**config.mk**
```make
export PLATFORM = sky130hd
export DESIGN_NAME = pingpong_capture
export DESIGN_NICKNAME = d
export VERILOG_FILES = /design/src/rtl/cap_pkg.sv /design/src/rtl/cap_sof_match.sv /design/src/rtl/cap_packer.sv /design/src/rtl/cap_desc.sv /design/src/rtl/pingpong_capture.sv
export SDC_FILE = /design/constraint.sdc
export NUM_CORES = 1
export LEC_CHECK = 0
export BUFFER_PORTS_ARGS = -buffer_cell sky130_fd_sc_hd__buf_2
export CORE_AREA = 2 2 171 89
export CTS_CLUSTER_SIZE = 12
export DETAILED_ROUTE_END_ITERATION = 8
export DIE_AREA = 0 0 173 91
export GPL_TIMING_DRIVEN = 0
export PLACE_DENSITY_LB_ADDON = 0.15
export SLEW_MARGIN = 10
export SYNTH_ARGS = -nofsm -noshare
export SYNTH_HDL_FRONTEND = slang
export SYNTH_SLANG_ARGS = --single-unit
```
**constraint.sdc**
```tcl
create_clock -name clk_i -period 2.5 [get_ports clk_i]
set_input_delay 0.125 -clock clk_i [delete_from_list [all_inputs] [get_ports clk_i]]
set_output_delay 0.125 -clock clk_i [all_outputs]
set_load 0.05 [all_outputs]
```
**src/rtl/cap_pkg.sv**
```systemverilog
package cap_pkg;
  typedef enum logic [2:0] {
    MODE_OFF     = 3'd0,
    MODE_SHORT   = 3'd1,
    MODE_STD     = 3'd2,
    MODE_ONESHOT = 3'd3,
    MODE_CONT    = 3'd4
  } cap_mode_e;

  function automatic logic mode_framed(logic [2:0] m);
    return (m == MODE_SHORT) || (m == MODE_STD);
  endfunction

  function automatic logic mode_live(logic [2:0] m);
    return (m >= MODE_SHORT) && (m <= MODE_CONT);
  endfunction
endpackage

```
**src/rtl/cap_sof_match.sv**
```systemverilog
module cap_sof_match #(
  parameter int SOF_LEN = 4
) (
  input  logic               clk_i,
  input  logic               rst_ni,
  input  logic               clr_i,
  input  logic               en_i,
  input  logic               d_i,
  input  logic [SOF_LEN-1:0] pat_i,
  output logic               hit_o
);
  localparam int FW = $clog2(SOF_LEN + 1);
  localparam logic [FW-1:0] FULL = FW'(SOF_LEN - 1);

  logic [SOF_LEN-1:0] win_q, win_n;
  logic [FW-1:0]      fill_q;

  // newest sample enters the top, oldest sits in bit 0
  assign win_n = {d_i, win_q[SOF_LEN-1:1]};
  assign hit_o = en_i && (fill_q == FULL) && (win_n == pat_i);

  always_ff @(posedge clk_i or negedge rst_ni) begin
    if (!rst_ni) begin
      win_q  <= '0;
      fill_q <= '0;
    end else if (clr_i || hit_o) begin
      win_q  <= '0;
      fill_q <= '0;
    end else if (en_i) begin
      win_q <= win_n;
      if (fill_q != FULL) fill_q <= fill_q + 1'b1;
    end
  end
endmodule

```
**src/rtl/cap_packer.sv**
```systemverilog
module cap_packer #(
  parameter int SMP_PER_WORD = 32
) (
  input  logic                    clk_i,
  input  logic                    rst_ni,
  input  logic                    clr_i,
  input  logic                    en_i,
  input  logic                    d_i,
  output logic                    word_vld_o,
  output logic [SMP_PER_WORD-1:0] word_o
);
  localparam int BW = $clog2(SMP_PER_WORD);
  localparam logic [BW-1:0] LAST = BW'(SMP_PER_WORD - 1);

  logic [SMP_PER_WORD-1:0] sh_q;
  logic [BW-1:0]           cnt_q;

  assign word_o     = {d_i, sh_q[SMP_PER_WORD-1:1]};
  assign word_vld_o = en_i && (cnt_q == LAST);

  always_ff @(posedge clk_i or negedge rst_ni) begin
    if (!rst_ni) begin
      sh_q  <= '0;
      cnt_q <= '0;
    end else if (clr_i) begin
      cnt_q <= '0;
    end else if (en_i) begin
      sh_q  <= word_o;
      cnt_q <= (cnt_q == LAST) ? '0 : cnt_q + 1'b1;
    end
  end
endmodule

```
**src/rtl/cap_desc.sv**
```systemverilog
module cap_desc #(
  parameter int AW    = 16,
  parameter int CNT_W = 9,
  parameter int DW    = 32
) (
  input  logic             clk_i,
  input  logic             rst_ni,
  input  logic             word_vld_i,
  input  logic [DW-1:0]    word_i,
  input  logic             cur_ld_i,
  input  logic             nxt_ld_i,
  input  logic [AW-1:0]    base_i,
  input  logic [CNT_W-1:0] cnt_i,
  input  logic             unthrottle_i,
  output logic             fin_o,
  output logic             wr_en_o,
  output logic [AW-1:0]    wr_addr_o,
  output logic [DW-1:0]    wr_data_o,
  output logic             done_o,
  output logic             starve_o,
  output logic             ovr_o
);
  logic [AW-1:0]    cur_addr_q, nxt_addr_q;
  logic [CNT_W-1:0] cur_left_q, nxt_left_q;
  logic             thr_q;
  logic             store, drop, starve;

  assign store  = word_vld_i && (cur_left_q != '0);
  assign drop   = word_vld_i && (cur_left_q == '0);
  assign fin_o  = store && (cur_left_q == CNT_W'(1));
  assign starve = fin_o && (nxt_left_q == '0);

  always_ff @(posedge clk_i or negedge rst_ni) begin
    if (!rst_ni) begin
      wr_en_o    <= 1'b0;
      wr_addr_o  <= '0;
      wr_data_o  <= '0;
      done_o     <= 1'b0;
      starve_o   <= 1'b0;
      ovr_o      <= 1'b0;
      cur_addr_q <= '0;
      cur_left_q <= '0;
      nxt_addr_q <= '0;
      nxt_left_q <= '0;
      thr_q      <= 1'b0;
    end else begin
      wr_en_o  <= store;
      done_o   <= fin_o && !thr_q;
      starve_o <= starve && !thr_q;
      ovr_o    <= drop && !thr_q;
      if (store) begin
        wr_addr_o  <= cur_addr_q;
        wr_data_o  <= word_i;
        cur_addr_q <= cur_addr_q + 1'b1;
        cur_left_q <= cur_left_q - 1'b1;
      end
      // hand-off: queued slot becomes current
      if (fin_o) begin
        cur_addr_q <= nxt_addr_q;
        cur_left_q <= nxt_left_q;
        nxt_left_q <= '0;
      end
      if (starve)            thr_q <= 1'b1;
      else if (unthrottle_i) thr_q <= 1'b0;
      // loads in the same cycle override the promotion
      if (cur_ld_i) begin
        cur_addr_q <= base_i;
        cur_left_q <= cnt_i;
      end
      if (nxt_ld_i) begin
        nxt_addr_q <= base_i;
        nxt_left_q <= cnt_i;
      end
    end
  end
endmodule

```
**src/rtl/pingpong_capture.sv**
```systemverilog
module pingpong_capture
  import cap_pkg::*;
#(
  parameter int SMP_PER_WORD = 32,
  parameter int SOF_LEN      = 4,
  parameter int FRAME_WORDS  = 16,
  parameter int BUF_WORDS    = 16,
  parameter int CONT_WORDS   = 511,
  parameter int AW           = 16,
  parameter int CNT_W        = $clog2(CONT_WORDS + 1)
) (
  input  logic                    clk_i,
  input  logic                    rst_ni,
  input  logic                    smp_en_i,
  input  logic                    smp_d_i,
  input  logic [2:0]              mode_i,
  input  logic [SOF_LEN-1:0]      sof_pat_i,
  input  logic                    start_i,
  input  logic                    cur_ld_i,
  input  logic                    nxt_ld_i,
  input  logic [AW-1:0]           ld_base_i,
  input  logic [CNT_W-1:0]        ld_cnt_i,
  input  logic                    unthrottle_i,
  output logic                    wr_en_o,
  output logic [AW-1:0]           wr_addr_o,
  output logic [SMP_PER_WORD-1:0] wr_data_o,
  output logic                    done_o,
  output logic                    starve_o,
  output logic                    ovr_o,
  output logic                    cmp_o
);
  localparam int FW = $clog2(FRAME_WORDS + 1);
  localparam logic [FW-1:0]    FRM_LAST  = FW'(FRAME_WORDS - 1);
  localparam logic [CNT_W-1:0] LIM_CONT  = CNT_W'(CONT_WORDS);
  localparam logic [CNT_W-1:0] LIM_FRAME = CNT_W'(BUF_WORDS);

  logic [2:0]              mode_q;
  logic                    rx_en_q, capt_q;
  logic [FW-1:0]           frm_q;
  logic                    mode_chg, framed, active;
  logic                    pk_en, hunt_en, hit, frm_last;
  logic                    word_vld, fin;
  logic [SMP_PER_WORD-1:0] word;
  logic [CNT_W-1:0]        lim, ld_eff;

  assign mode_chg = (mode_i != mode_q);
  assign framed   = mode_framed(mode_q);
  assign active   = rx_en_q && mode_live(mode_q) && !mode_chg;
  assign pk_en    = smp_en_i && active && (capt_q || !framed);
  assign hunt_en  = smp_en_i && active && framed && !capt_q;
  assign frm_last = word_vld && framed && (frm_q == FRM_LAST);
  assign lim      = (mode_q == MODE_CONT) ? LIM_CONT : LIM_FRAME;
  assign ld_eff   = (ld_cnt_i > lim) ? lim : ld_cnt_i;

  cap_sof_match #(.SOF_LEN(SOF_LEN)) u_sof (
    .clk_i  (clk_i),
    .rst_ni (rst_ni),
    .clr_i  (!active || capt_q),
    .en_i   (hunt_en),
    .d_i    (smp_d_i),
    .pat_i  (sof_pat_i),
    .hit_o  (hit)
  );

  cap_packer #(.SMP_PER_WORD(SMP_PER_WORD)) u_pack (
    .clk_i      (clk_i),
    .rst_ni     (rst_ni),
    .clr_i      (!(active && (capt_q || !framed))),
    .en_i       (pk_en),
    .d_i        (smp_d_i),
    .word_vld_o (word_vld),
    .word_o     (word)
  );

  cap_desc #(.AW(AW), .CNT_W(CNT_W), .DW(SMP_PER_WORD)) u_desc (
    .clk_i        (clk_i),
    .rst_ni       (rst_ni),
    .word_vld_i   (word_vld),
    .word_i       (word),
    .cur_ld_i     (cur_ld_i),
    .nxt_ld_i     (nxt_ld_i),
    .base_i       (ld_base_i),
    .cnt_i        (ld_eff),
    .unthrottle_i (unthrottle_i),
    .fin_o        (fin),
    .wr_en_o      (wr_en_o),
    .wr_addr_o    (wr_addr_o),
    .wr_data_o    (wr_data_o),
    .done_o       (done_o),
    .starve_o     (starve_o),
    .ovr_o        (ovr_o)
  );

  always_ff @(posedge clk_i or negedge rst_ni) begin
    if (!rst_ni) begin
      mode_q  <= MODE_OFF;
      rx_en_q <= 1'b0;
      capt_q  <= 1'b0;
      frm_q   <= '0;
      cmp_o   <= 1'b0;
    end else begin
      mode_q <= mode_i;
      cmp_o  <= hit;
      if (mode_chg)                          rx_en_q <= 1'b0;
      else if (fin && mode_q == MODE_ONESHOT) rx_en_q <= 1'b0;
      else if (start_i)                      rx_en_q <= 1'b1;
      if (!active || hit) begin
        capt_q <= hit;
        frm_q  <= '0;
      end else if (word_vld && framed) begin
        frm_q <= frm_last ? '0 : frm_q + 1'b1;
        if (frm_last) capt_q <= 1'b0;
      end
    end
  end
endmodule

```
==> metrics.md, run 1 <==
| Metric | Value |
|---|---|
| Status | `complete, no violations` |
| Number of global-route vias before repair | `6046` |
| Synth Flop Type | `dfrtp_1` |
| Dpl hpwl | `13810 um` |
| CTS tree | `done` |
| Share of cells above drive strength 1 | `0.2713` |
| Die height | `91 um` |
| Root Buffer | `clkbuf_16` |
| WL met2 | `8497 um` |
| Asr flop ratio synth | `1.000` |
| Final setup violation count | `0` |
| DRT antenna net count | `0` |
| Met3 WL | `1520 um` |
| Peak supply drop | `0.4316 mV` |
| Cell Area, Synth | `0.007462 mm^2` |
| Wire length per cell | `18.14 um` |
| Period utilisation layout | `0.9709` |
| Number of synthesized flops with an enable pin | `0` |
| Yosys Warn Count | `0` |
| Area Overhead vs Synth | `24.51%` |
| IO Port Bufs | `91` |
| Max-cap violation count | `0` |
| Critical-path top delay cell | `dfrtp_1` |
| Total CTS buffers | `17` |
| GR Util All Layers | `0.2612` |
| H-tree depth | `4` |
| Worst Setup Start Kind | `flip-flop` |
| Nets@finish | `935` |
| Critical path's largest stage delay | `400 ps` |
| Total congestion overflow | `0` |
| Initial core utilization | `0.5256` |
| First-pass GRT wire length | `31950 um` |
| PwrDens | `656.7 mW/mm^2` |
| Hold Crit Class | `input port to flip-flop` |
| Post-synthesis cell count | `736` |
| Via count | `6184` |
| Crit path required time | `2820 ps` |
| Diode count | `0` |
| FMAX | `0.4120 GHz` |
| Die area | `0.01574 mm^2` |
| Setup TNS | `0 ps` |
| WP data arrival | `2740 ps` |
| CP endpoint kind | `flip-flop` |
| Drt via density | `5.673` |
| Final Hold Fails | `0` |
| Highest metal used | `met4` |
| Critical-path maximum fanout | `10` |
| Fin Clk Skew | `15.12 ps` |
| Ranking of synthesized cells by area | `dfrtp_1 (52%), nand2_1 (9.6%), mux2_2 (7.4%)` |
| Number of max-slew violations in the final report | `0` |
| Sink Count | `156` |
| Syn avg cell area | `10.14 um^2` |
| Reg2Reg Depth | `10` |
| Area leader, netlist | `dfrtp_1` |
| Tmin final | `2427 ps` |
| Cell Rows | `31` |
| Die X | `173 um` |
| Yosys top cell area share | `0.5231` |
| Cells along the critical path | `ha_2 -> and3_1 -> ha_4 -> and3_4 -> and3_4 -> nand2_8 -> inv_4 -> buf_8 -> a21oi_1 -> o32a_1` |
| WL final | `19780 um` |
| Initial antenna violation count | `0` |
| Seq/Total Area, Yosys | `0.5231` |
| GP Congestion | `0.8557` |
| Synth unique cells | `65` |
| Clk_lat worst skew | `430 ps` |
| Post-route DRC violation count | `0` |
| Hold-critical path depth | `4` |
| Crit-path most repeated cell | `and3_4` |
| Crit Path Category | `flip-flop to flip-flop` |
| 1st-pass router iterations | `5` |
| Clock-pin slew on the worst setup and hold paths | `70 ps` |
| Top Ports | `93` |
| Wire length on met1 | `9506 um` |
| Largest net degree at the start of global routing | `82` |
| Core Region | `0.01420 mm^2` |
| Maximum buffer depth of the clock tree | `2` |
| Leak pwr | `0.004608 uW` |
| Final core utilization | `0.6545` |
| Slew headroom | `0.4533` |
| Tightest Pin Transition | `820.0 ps` |
| Post-synthesis register bit count | `156` |
| Number of DRC markers in iteration 0 | `602` |
| Mapped Nets | `792` |
-- layout by cell type, fill, tap and decap left out, drive strengths merged, types with 3 or more instances in the layout --
cell / instances
a2111oi: 5
a211o: 4
a21oi: 28
a221o: 8
a22o: 3
a31oi: 5
and2: 6
and3: 12
buf: 119
bufinv: 4
clkbuf: 32
dfrtp: 156
dlygate4sd3: 30
ha: 16
inv: 21
mux2: 49
mux2i: 12
nand2: 192
nand3: 21
nand4: 3
nor2: 41
nor2b: 3
nor3: 20
nor3b: 3
nor4: 6
o211ai: 4
o21ai: 26
o31ai: 6
o32a: 3
or2: 3
or4: 4
xnor2: 9
xor2: 9
-- where the power goes --
group | internal [uW] | leakage [uW] | switching (uW)
clock | 1720 | 0.000318 | 1160
combinational | 231 | 0.00221 | 283
sequential | 2610 | 0.00208 | 99.8
-- state kept, by name, indices dropped and copies added, names as in the netlist --
| name | flops |
|---|---|
| u_desc.nxt_left_q | 9 |
| u_desc.nxt_addr_q | 16 |
| capt_q | 1 |
| u_desc.wr_data_o | 32 |
| mode_q | 3 |
| u_sof.fill_q | 3 |
| u_desc.thr_q | 1 |
| u_pack.cnt_q | 5 |
| u_sof.win_q | 3 |
| u_pack.sh_q | 31 |
| frm_q | 5 |
| cmp_o | 1 |
| rx_en_q | 1 |
| u_desc.wr_addr_o | 16 |
| u_desc.ovr_o | 1 |
| u_desc.wr_en_o | 1 |
| u_desc.cur_left_q | 9 |
| u_desc.cur_addr_q | 16 |
| u_desc.done_o | 1 |
| u_desc.starve_o | 1 |
-- synthesized netlist by cell type, types with 3 or more instances --
library cell / n
a211o_1: 4
nor4_1: 6
and3_1: 11
a2111oi_0: 4
mux2_2: 49
ha_1: 16
o21ai_0: 25
a22o_1: 3
buf_6: 5
a21oi_1: 27
nor2b_1: 3
a221o_1: 8
and2_1: 5
clkbuf_1: 17
a31oi_1: 4
o211ai_1: 4
inv_1: 10
xor2_1: 9
nor3b_2: 3
nor2_1: 40
or4_1: 4
or2_2: 3
dfrtp_1: 156
xnor2_1: 8
nand2_1: 190
buf_2: 16
nor3_1: 20
nand3_1: 20
o32a_1: 3
mux2i_1: 12
o31ai_1: 6
-- cells by family (layout without fill, tap and decap cells) --
family | after synthesis | count (layout) | share of synthesized area
XOR/XNOR | 18 | 18 | 0.02213
flip-flops | 156 | 156 | 0.5231
AO/OA/AOI/OAI | 108 | 108 | 0.1011
adder cells (fa/ha/maj) | 16 | 16 | 0.02683
AND/OR/NAND/NOR | 324 | 324 | 0.1990
multiplexers | 61 | 61 | 0.09004
buffers and inverters | 53 | 209 | 0.03773
-- worst max-delay path: cells and delay by family, from the launching register on --
family	cells	cell delay [ps]
adder cells (fa/ha/maj)	2	390
AO/OA/AOI/OAI	2	420
buffers and inverters	2	290
flip-flops	1	400
AND/OR/NAND/NOR	4	790
-- through the flow --
step,area [um^2],instances,worst slack (ps),hold WS (ps),total power [uW]
finish,9291,1090,72.68,141.0,6102
global route,9291,1090,-23.18,156.5,6317
CTS,9195,1088,5.170,129.0,6101
detailed placement,8208,1026,-291.3,167.9,3202
global placement,8170,1025,-948.5,289.4,3177
floorplan,7467,736,4.371,-170.6,2993
-- metal layers --
layer | GRT usage | up-vias
li1 | - | 2851
met1 | 0.3943 | 3040
met2 | 0.3813 | 268
met3 | 0.05611 | 25
met4 | 0.06992 | 0
met5 | 0 | -
-- repair_timing --
action                                  in CTS  in global routing
buffers inserted                             2                  2
pin swaps                                    1                  2
endpoints found under the hold margin      126                  0
endpoints found under the setup margin      17                 31
hold buffers                                30                  0
gates resized for setup                      9                 17
-- worst paths after layout --
check                                                start                               end  slack [ps]
max reg2reg                    u_pack.cnt_q[0]$_DFFE_PN0P_  u_desc.cur_left_q[0]$_DFFE_PN0P_          70
min                                               smp_en_i       u_pack.cnt_q[4]$_DFFE_PN0P_         140
max                            u_pack.cnt_q[0]$_DFFE_PN0P_  u_desc.cur_left_q[0]$_DFFE_PN0P_          70
min in group asynchronous                           rst_ni  u_desc.nxt_left_q[2]$_DFFE_PN0P_         290
max in group asynchronous                           rst_ni       u_pack.sh_q[16]$_DFFE_PN0P_        1420
min reg2reg                u_desc.wr_addr_o[2]$_DFFE_PN0P_   u_desc.wr_addr_o[2]$_DFFE_PN0P_         470
-- cell type report --
type / count / area [um^2]
clock inverter: 15 / 226.5
buffer: 38 / 230.2
fill: 1139 / 4905
inverter: 13 / 51.30
timing repair buffer: 126 / 823.3
multi-input combinational: 527 / 3381
clock buffer: 17 / 425.4
tap: 198 / 247.7
sequential: 156 / 3906
(Power assumes the default switching activity.)
==> run 2: changes to the inputs <==
Settings changed: CORE_AREA 2 2 171 89 to 2 2 164 86, DIE_AREA 0 0 173 91 to 0 0 166 88.
Clock period 2.5 ns to 2.7 ns, I/O delays scaled along.
==> metrics.md, run 2 (synthesis results as in run 1) <==
| Metric | Value |
|---|---|
| Number of global-route vias before repair | `5908` |
| CP endpoint kind | `flip-flop` |
| Fin Clk Skew | `9.458 ps` |
| Clock-pin slew on the worst setup and hold paths | `70 ps` |
| Leak pwr | `0.004550 uW` |
| Final Hold Fails | `0` |
| Final setup violation count | `0` |
| Peak supply drop | `0.4249 mV` |
| Largest net degree at the start of global routing | `88` |
| Cells along the critical path | `nor2_4 -> nand2_8 -> ha_1 -> nand2_1 -> or4_1 -> and2_2 -> and3_2 -> a221o_1` |
| Maximum buffer depth of the clock tree | `2` |
| Diode count | `0` |
| Share of cells above drive strength 1 | `0.2647` |
| Initial antenna violation count | `0` |
| Status | `complete, no violations` |
| Die X | `166 um` |
| Number of DRC markers in iteration 0 | `671` |
| Dpl hpwl | `13490 um` |
| Final core utilization | `0.6927` |
| Via count | `6053` |
| IO Port Bufs | `91` |
| Largest regs | `u_desc.wr_data_o x32, u_pack.sh_q x31` |
| Nets@finish | `927` |
| Sink Count | `156` |
| Post-route DRC violation count | `0` |
| GR Util All Layers | `0.2736` |
| GP Congestion | `0.8956` |
| Buf/Inv on CP | `0` |
| Critical path's largest stage delay | `540 ps` |
| Core Region | `0.01318 mm^2` |
| Commonest non-fill, non-tap cell in the layout | `nand2_1` |
| Placed Area | `0.008175 mm^2` |
| Top Ports | `93` |
| Critical-path maximum fanout | `9` |
| Tmin final | `2591 ps` |
| Critical-path top delay cell | `or4_1` |
| Commonest cells after routing, fill and taps aside | `nand2_1 (188), dfrtp_1 (154), buf_2 (106)` |
| Root Buffer | `clkbuf_16` |
| H-tree depth | `4` |
| Worst Setup Start Kind | `flip-flop` |
| WP data arrival | `2890 ps` |
| Fillers | `1002` |
| Tightest Pin Transition | `800.3 ps` |
| Cell Rows | `30` |
| Slew headroom | `0.4665` |
| Placed insts | `1004` |
| Final WS setup | `109.4 ps` |
| First-pass GRT wire length | `30950 um` |
| Hold Crit Class | `input port to flip-flop` |
| Post-Layout Inst Area | `0.009126 mm^2` |
| FMAX | `0.3860 GHz` |
| WL final | `19070 um` |
| Largest register by flop count | `u_desc.wr_data_o` |
| Period utilisation layout | `0.9595` |
| Clk_lat worst skew | `420 ps` |
| Crit path required time | `3000 ps` |
| Fin cells | `1060` |
| Drt via density | `5.710` |
| Total congestion overflow | `0` |
| Crit Path Category | `flip-flop to flip-flop` |
| PwrDens | `601.3 mW/mm^2` |
| Max-cap violation count | `0` |
| 1st-pass router iterations | `5` |
| Total CTS buffers | `17` |
| Placement Setup Slack | `-257.5 ps` |
| Initial core utilization | `0.5664` |
| Die height | `88 um` |
| Area Overhead vs Synth | `22.30%` |
| Top Family by Delay on Critical Path | `simple AND/OR/NAND/NOR gates` |
| CTS tree | `done` |
| DRT antenna net count | `0` |
| Max FFs per register | `32` |
| Flop2flop setup slack | `110 ps` |
| Number of max-slew violations in the final report | `0` |
| Wire length per cell | `17.99 um` |
| Die area | `0.01461 mm^2` |
-- run 2: cell count changes in the layout (fill, tap and decap cells not counted), moves of 2 or more --
cell           previous run  this run
dlygate4sd3_1            30        23
buf_4                     5         2
and2_4                    3         1
and3_4                    3         1
bufinv_16                 4         2
clkbuf_1                 14        16
-- run 2: worst paths after layout --
check                      cells past startpoint                             start                          endpoint
max                                            8               mode_q[1]$_DFF_PN0_  u_desc.nxt_left_q[6]$_DFFE_PN0P_
min                                            2                       ld_cnt_i[5]  u_desc.nxt_left_q[5]$_DFFE_PN0P_
max reg2reg                                    8               mode_q[1]$_DFF_PN0_  u_desc.nxt_left_q[6]$_DFFE_PN0P_
min reg2reg                                    2  u_desc.wr_data_o[22]$_DFFE_PN0P_  u_desc.wr_data_o[22]$_DFFE_PN0P_
max in group asynchronous                      3                            rst_ni        u_pack.sh_q[4]$_DFFE_PN0P_
min in group asynchronous                      2                            rst_ni  u_desc.nxt_left_q[7]$_DFFE_PN0P_
-- run 2: per-stage QoR --
step / power, uW / setup TNS (ps) / hold slack (ps)
floorplan: 2771 / 0 / -160.6
global placement: 2937 / -109540 / 294.7
detailed placement: 2965 / -2021 / 182.8
CTS: 5486 / 0 / 1.596
global route: 5677 / -15.39 / 6.230
finish: 5487 / 0 / 8.952
-- run 2: repair_timing --
action	CTS	global route
resized for setup	5	10
endpoints found under the hold margin	122	0
endpoints found under the setup margin	10	16
hold buffers	23	0
setup buffers	0	2
gates cloned	0	0
pin swaps	0	1
-- run 2: layout make-up --
cell class                 instances  area (um^2)  share of cell area
buffer                            39        226.5             0.02481
clock buffer                      17        425.4             0.04661
clock inverter                    15        196.4             0.02152
inverter                          13        51.30            0.005621
multi-input combinational        527         3362              0.3684
sequential                       156         3906              0.4280
tap                              176        220.2             0.02413
timing repair buffer             117        738.2             0.08089
-- run 2: where the power goes --
group,internal [uW],switching [uW]
combinational,205,259
sequential,2420,93.2
clock,1420,1090
-- run 2: routing by layer --
| metal | part of all wire | GRT usage |
|---|---|---|
| met1 | 0.48 | 0.4002 |
| met4 | 0.0087 | 0.07431 |
| met3 | 0.072 | 0.05151 |
| met2 | 0.44 | 0.4259 |
| met5 | 0 | 0 |
